`src/rtl/pgm_guard_pkg.sv`:
```
package pgm_guard_pkg;
  localparam int PTR_W  = 14;
  localparam int HALF_W = PTR_W - 1;
  localparam int CFGW_W = 14;

  typedef logic [PTR_W-1:0] ptr_t;

  // Advance within the half selected by the top bit.
  function automatic ptr_t step_in_half(ptr_t p);
    logic [HALF_W-1:0] low;
    low = p[HALF_W-1:0] + 1'b1;
    return {p[PTR_W-1], low};
  endfunction

  // Protected-range test on a physical index widened to 12 bits.
  function automatic logic in_prot_range(logic [1:0] cp, logic [11:0] idx);
    logic r;
    case (cp)
      2'b00:   r = 1'b1;
      2'b01:   r = (idx >= 12'h200);
      2'b10:   r = (idx >= 12'h400);
      default: r = 1'b0;
    endcase
    return r;
  endfunction
endpackage

```
`src/rtl/pgm_ptr_core.sv`:
```
module pgm_ptr_core
  import pgm_guard_pkg::*;
(
  input  logic clk,
  input  logic rst_n,
  input  logic mode_clr,
  input  logic cfg_jump,
  input  logic step,
  output ptr_t ptr,
  output logic in_cfg
);
  localparam ptr_t CFG_BASE = ptr_t'(1) << HALF_W;

  ptr_t ptr_nxt;
  logic in_cfg_nxt;

  always_comb begin
    ptr_nxt    = ptr;
    in_cfg_nxt = in_cfg;
    if (mode_clr) begin
      ptr_nxt    = '0;
      in_cfg_nxt = 1'b0;
    end else if (cfg_jump) begin
      ptr_nxt    = CFG_BASE;
      in_cfg_nxt = 1'b1;
    end else if (step) begin
      ptr_nxt = step_in_half(ptr);
    end
  end

  always_ff @(posedge clk or negedge rst_n) begin
    if (!rst_n) begin
      ptr    <= '0;
      in_cfg <= 1'b0;
    end else begin
      ptr    <= ptr_nxt;
      in_cfg <= in_cfg_nxt;
    end
  end

  // user-half wrap
  assert_user_wrap_R2: assert property (@(posedge clk) disable iff (!rst_n)
    (step && !mode_clr && !cfg_jump && ptr == 14'h1FFF) |=> (ptr == 14'h0000));
  // config-half wrap
  assert_cfg_wrap_R3: assert property (@(posedge clk) disable iff (!rst_n)
    (step && !mode_clr && !cfg_jump && ptr == 14'h3FFF) |=> (ptr == 14'h2000));
  // top bit held in config space
  assert_cfg_sticky_R3: assert property (@(posedge clk) disable iff (!rst_n)
    (in_cfg && !mode_clr) |=> (in_cfg && ptr[PTR_W-1]));
  // clear wins
  assert_clear_R4: assert property (@(posedge clk) disable iff (!rst_n)
    mode_clr |=> (ptr == '0 && !in_cfg));
  // jump lands on config base
  assert_jump_R3: assert property (@(posedge clk) disable iff (!rst_n)
    (cfg_jump && !mode_clr) |=> (ptr == CFG_BASE));
endmodule

```
`src/rtl/pgm_cp_decode.sv`:
```
module pgm_cp_decode
  import pgm_guard_pkg::*;
#(
  parameter int N_COPIES = 4
) (
  input  logic [CFGW_W-1:0] cfg_word,
  output logic [1:0]        cp_eff,
  output logic              cp_mismatch
);
  // Bit positions of each protection copy (low bit of the pair).
  localparam int COPY_LSB [4] = '{12, 10, 8, 4};

  logic [1:0] copy_v [N_COPIES];
  logic [N_COPIES-1:0] copy_eq;

  for (genvar g = 0; g < N_COPIES; g++) begin : g_copy
    assign copy_v[g]  = cfg_word[COPY_LSB[g] +: 2];
    assign copy_eq[g] = (copy_v[g] == copy_v[0]);
  end

  logic cfg_unused;
  assign cfg_unused = ^{cfg_word[7:6], cfg_word[3:0]};

  assign cp_mismatch = ~&copy_eq;
  assign cp_eff      = cp_mismatch ? 2'b11 : copy_v[0];

  // a mismatch always disables protection
  always_comb begin
    assert_mismatch_open_R9: assert (!cp_mismatch || cp_eff == 2'b11);
  end
endmodule

```
`src/rtl/pgm_access_guard.sv`:
```
module pgm_access_guard
  import pgm_guard_pkg::*;
#(
  parameter int ARRAY_AW = 11,
  parameter int N_ID     = 4,
  parameter int CFGW_OFS = 7
) (
  input  ptr_t                ptr,
  input  logic                in_cfg,
  input  logic [1:0]          cp_eff,
  output logic [ARRAY_AW-1:0] phys_addr,
  output logic                rd_zero,
  output logic                wr_en,
  output logic                reserved_hit
);
  localparam logic [ARRAY_AW-1:0] CAL_LOC = '1;

  logic [11:0] phys_wide;
  logic        is_cal, prot_hit, cfg_ok;
  logic [HALF_W-1:0] cfg_ofs;

  assign phys_addr = ptr[ARRAY_AW-1:0];
  assign phys_wide = 12'(phys_addr);
  assign is_cal    = (phys_addr == CAL_LOC);
  assign prot_hit  = in_prot_range(cp_eff, phys_wide) && !is_cal;
  assign cfg_ofs   = ptr[HALF_W-1:0];
  assign cfg_ok    = (cfg_ofs < HALF_W'(N_ID)) || (cfg_ofs == HALF_W'(CFGW_OFS));

  logic top_unused;
  assign top_unused = ptr[PTR_W-1];

  always_comb begin
    if (in_cfg) begin
      rd_zero      = 1'b0;
      wr_en        = cfg_ok;
      reserved_hit = !cfg_ok;
    end else begin
      rd_zero      = prot_hit;
      wr_en        = !prot_hit;
      reserved_hit = 1'b0;
    end
  end

  always_comb begin
    // masked read never pairs with a write
    assert_mask_blocks_wr_R7: assert (!(rd_zero && wr_en));
    // calibration word stays open in user space
    assert_cal_open_R8: assert (in_cfg || !is_cal || wr_en);
    // reserved config words are not writable
    assert_reserved_nowr_R10: assert (!reserved_hit || !wr_en);
  end
endmodule

```
`src/rtl/pgm_addr_guard.sv`:
```
module pgm_addr_guard
  import pgm_guard_pkg::*;
#(
  parameter int ARRAY_AW = 11
) (
  input  logic                clk,
  input  logic                rst_n,
  input  logic                mode_clr,
  input  logic                cfg_jump,
  input  logic                step,
  input  logic [13:0]         cfg_word,
  output logic [13:0]         log_addr,
  output logic [ARRAY_AW-1:0] phys_addr,
  output logic                rd_zero,
  output logic                wr_en,
  output logic                cp_mismatch,
  output logic                reserved_hit
);
  ptr_t       ptr;
  logic       in_cfg;
  logic [1:0] cp_eff;

  pgm_ptr_core u_ptr (
    .clk(clk), .rst_n(rst_n), .mode_clr(mode_clr), .cfg_jump(cfg_jump),
    .step(step), .ptr(ptr), .in_cfg(in_cfg)
  );

  pgm_cp_decode #(.N_COPIES(4)) u_cp (
    .cfg_word(cfg_word), .cp_eff(cp_eff), .cp_mismatch(cp_mismatch)
  );

  pgm_access_guard #(.ARRAY_AW(ARRAY_AW)) u_guard (
    .ptr(ptr), .in_cfg(in_cfg), .cp_eff(cp_eff), .phys_addr(phys_addr),
    .rd_zero(rd_zero), .wr_en(wr_en), .reserved_hit(reserved_hit)
  );

  assign log_addr = ptr;

  // physical address is the folded pointer
  assert_fold_R5: assert property (@(posedge clk) disable iff (!rst_n)
    phys_addr == log_addr[ARRAY_AW-1:0]);
  // config space only after a jump
  assert_cfg_top_R1: assert property (@(posedge clk) disable iff (!rst_n)
    $rose(log_addr[13]) |-> $past(cfg_jump));
endmodule

```
`config.mk`:
```
export PLATFORM = sky130hd
export DESIGN_NAME = pgm_addr_guard
export DESIGN_NICKNAME = d
export VERILOG_FILES = /design/src/rtl/pgm_guard_pkg.sv /design/src/rtl/pgm_ptr_core.sv /design/src/rtl/pgm_cp_decode.sv /design/src/rtl/pgm_access_guard.sv /design/src/rtl/pgm_addr_guard.sv
export SDC_FILE = /design/constraint.sdc
export NUM_CORES = 1
export LEC_CHECK = 0
export BUFFER_PORTS_ARGS = -buffer_cell sky130_fd_sc_hd__buf_4
export CAP_MARGIN = 10
export CORE_ASPECT_RATIO = 1.1
export CORE_MARGIN = 8
export CORE_UTILIZATION = 33
export CTS_CLUSTER_DIAMETER = 120
export DETAILED_ROUTE_END_ITERATION = 10
export GPL_TIMING_DRIVEN = 1
export SETUP_SLACK_MARGIN = 0.4
export SLEW_MARGIN = 20
export SYNTH_ARGS = -nofsm -noshare
export SYNTH_HDL_FRONTEND = slang
export SYNTH_SLANG_ARGS = --single-unit
```
`constraint.sdc`:
```
create_clock -name clk -period 2.43 [get_ports clk]
set_clock_uncertainty 0.1 [all_clocks]
set_input_delay 0.243 -clock clk [delete_from_list [all_inputs] [get_ports clk]]
set_output_delay 0.243 -clock clk [all_outputs]
set_load 0.02 [all_outputs]
```
==> reports/metrics.yaml <==
clock_tree:
  cts_tree: "built"
  cts.sinks: 15
  htreeDepth: 1
  cts_buffers: 3
  clk_pin_slew_ns: 0.09
  clk_path_buf_depth: 2
  clkLatencyLatePin_ns: 0.29
  cts-root-buf: "clkbuf_4"
layout:
  fill_cells: 266
  area_growth_pct: 42.3
  final_cells: 183
  diodes: 0
  fin_nets: 172
  multi_input_area_um2: 497
  seq_area_um2: 385
  drive_gt1_share_pct: 46.0
worst_setup_path:
  cp-end-kind: "primary output"
  critPathArrivalTime_ns: 1.89
  setup.worst_path.start: "u_ptr.ptr[8]$_DFFE_PN0P_"
  worstPathRequired_ns: 2.09
  start_kind: "flop"
  r2r_start: "u_ptr.ptr[0]$_DFFE_PN0P_"
  critical_path_class: "flop to primary output"
  crit_path_max_fanout: 2
placed_design:
  gp_congestion: 0.748
  dp_hpwl_mm: 1.96
  dp_cells: 170
  post-place-ws_ns: 0.393
  port_buffers: 41
power:
  power.density_nw_per_um2: 336
  peakVddDrop_v: 0.000286
  leakage_uw: 0.000647
  finalPower_uw: 460
timing:
  hold_viol: 0
  timing.slew.headroom_pct: 79.1
  fin_tns_setup_ns: 0
  period_minus_slack_ns: 2.23
  grt_setup_unrepaired: "true"
  finalSetupViolCount: 0
  drv_slew: 0
  fin_crit_sh_pct: 91.8
  fmax_ghz: 0.448
  layout_setup_ws_ns: 0.198
  tightest_slew_ns: 0.311
detailed_routing:
  viasPerCell: 5.06
  wirelength_mm: 2.75
  firstDrtPassIters: 4
  drc_errors: 0
  ant_nets: 0
  wl_per_cell_um: 15.0
  vias: 926
  dr.first_iter.drc_count: 24
yosys:
  synth_area_leaders: "dfrtp_1 39%, buf_4 8.6%, nor2_1 3.9%, nor4_1 3.9%, nand4_1 3.3%"
  ys_warn_count: 0
  synth-adder-area-share_pct: 2.60
  muxShareOfSynthArea_pct: 3.12
  synth_top_family_by_area: "simple AND/OR/NAND/NOR gates"
  synth_flop_cell: "dfrtp_1"
  yosysUniqueCellTypes: 28
  synth_area_leader_cell: "dfrtp_1"
  synth_top_cells_by_count: "15 x dfrtp_1, 11 x buf_4, 10 x nor2_1"
  synth_fp_nets: 130
  syn_area_per_cell_um2: 8.83
  synth_seq_cells: 15
  yosys.area_share.simple_pct: 27.6
  synth_edf_count: 0
  ys_seq_area_share_pct: 39.0
  yosysMostFrequentCell: "dfrtp_1"
  synth-xor-area-share_pct: 3.64
  async_reset_ff_share_pct: 100
  synth.cell_area_um2: 962
  syn_inst: 109
  synth_compound_area_share_pct: 11.3
  synth_top_area_share_pct: 39.0
grt:
  first_global_vias: 980
  grt_antenna_before_repair: 0
  grt_max_degree: 16
  grt_overflow: 0
  grt_usage_pct: 11.4
  grt_pass1_wl_mm: 4.43
job:
  max_cap_violations: 0
floorplan:
  die_h_um: 72.6
  die_area_um2: 4900
  initial_core_util_pct: 34.6
  rows: 20
  core_area_um2: 2780
  io_pins: 48
  die_x_um: 67.5
run_status:
  status: "complete, no violations"
hold_path:
  hp-class: "input pin to flop"
  hp-start: "mode_clr"
-- worst max-delay path: stages, from the launching register on --
cell,delay [ns]
dfrtp_2,0.42
or4_1,0.59
o41ai_4,0.26
o41a_1,0.22
buf_6,0.12
-- sequential cells by signal (all words and copies together) (netlist names) --
register / count
u_ptr.in_cfg: 1
u_ptr.ptr: 14
-- final timing paths --
path | cells after the start | slack [ns] | to
min | 2 | 0.03 | u_ptr.ptr[13]$_DFFE_PN0P_
min in group asynchronous | 2 | 0.23 | u_ptr.ptr[1]$_DFFE_PN0P_
min reg2reg | 2 | 0.40 | u_ptr.ptr[13]$_DFFE_PN0P_
max in group asynchronous | 2 | 1.80 | u_ptr.ptr[10]$_DFFE_PN0P_
max reg2reg | 4 | 0.73 | u_ptr.ptr[12]$_DFFE_PN0P_
max | 4 | 0.20 | wr_en
-- through the flow --
stage	cell area [um2]	util [%]	hold slack (ns)
finish	1370	49.3	0.0343
global route	1370	49.3	0.0415
CTS	1350	48.6	0.0343
detailed placement	1220	44.0	0.0112
global placement	1220	44.0	0.0105
floorplan	962	-	-0.153
-- power by group --
| part | total, uW | internal, uW | switching, uW |
|---|---|---|---|
| Clock | 147 | 63.8 | 82.7 |
| Combinational | 57.5 | 27.8 | 29.7 |
| Sequential | 256 | 253 | 3.17 |
-- timing repair --
item                                    4_1_cts  5_1_grt
resized for setup                            11        4
gates cloned                                  0        0
buffers inserted                              7        1
endpoints found under the setup margin        3        3
hold buffers                                  1        0
pin swaps                                     1        0
endpoints found under the hold margin        15        0
-- routing by layer --
| layer | global-route usage [%] | share of wire (%) | wire length [um] |
|---|---|---|---|
| met4 | 6.05 | 1.3 | 36 |
| met5 | 0 | 0 | 0 |
| met2 | 18.8 | 47 | 1280 |
| met3 | 3.23 | 8.8 | 242 |
| met1 | 12.9 | 43 | 1180 |
-- kinds of logic (layout without fill, tap and decap cells) --
| group | after synthesis | after routing |
|---|---|---|
| DFF | 15 | 15 |
| muxes | 3 | 3 |
| buffers and inverters | 21 | 62 |
| AOI/OAI and AO/OA | 16 | 16 |
| xor gates and xnor gates | 4 | 4 |
| adders and majority gates | 2 | 2 |
| and+or+nand+nor | 48 | 48 |
-- placed cells by master (no fill, tap or decap), types with 2 or more instances in the layout --
cell type	count
or2_2	2
and4_1	2
or3_1	5
o21a_1	2
mux2i_1	3
a21oi_1	6
nand3_1	3
nor2_1	10
dfrtp_2	8
xor2_1	3
inv_1	7
nand4_1	5
nor4_1	5
buf_4	48
o31ai_1	2
dfrtp_1	7
buf_6	2
clkbuf_4	3
or4_1	3
o21ai_0	3
nand2_1	8
-- layout make-up --
type,count,share of cell area [%]
sequential,15,28.2
timing repair buffer,51,28.7
tap,33,3.02
clock buffer,4,1.92
multi-input combinational,73,36.3
inverter,7,1.92
Note: power is estimated with default switching activity, not from simulation.
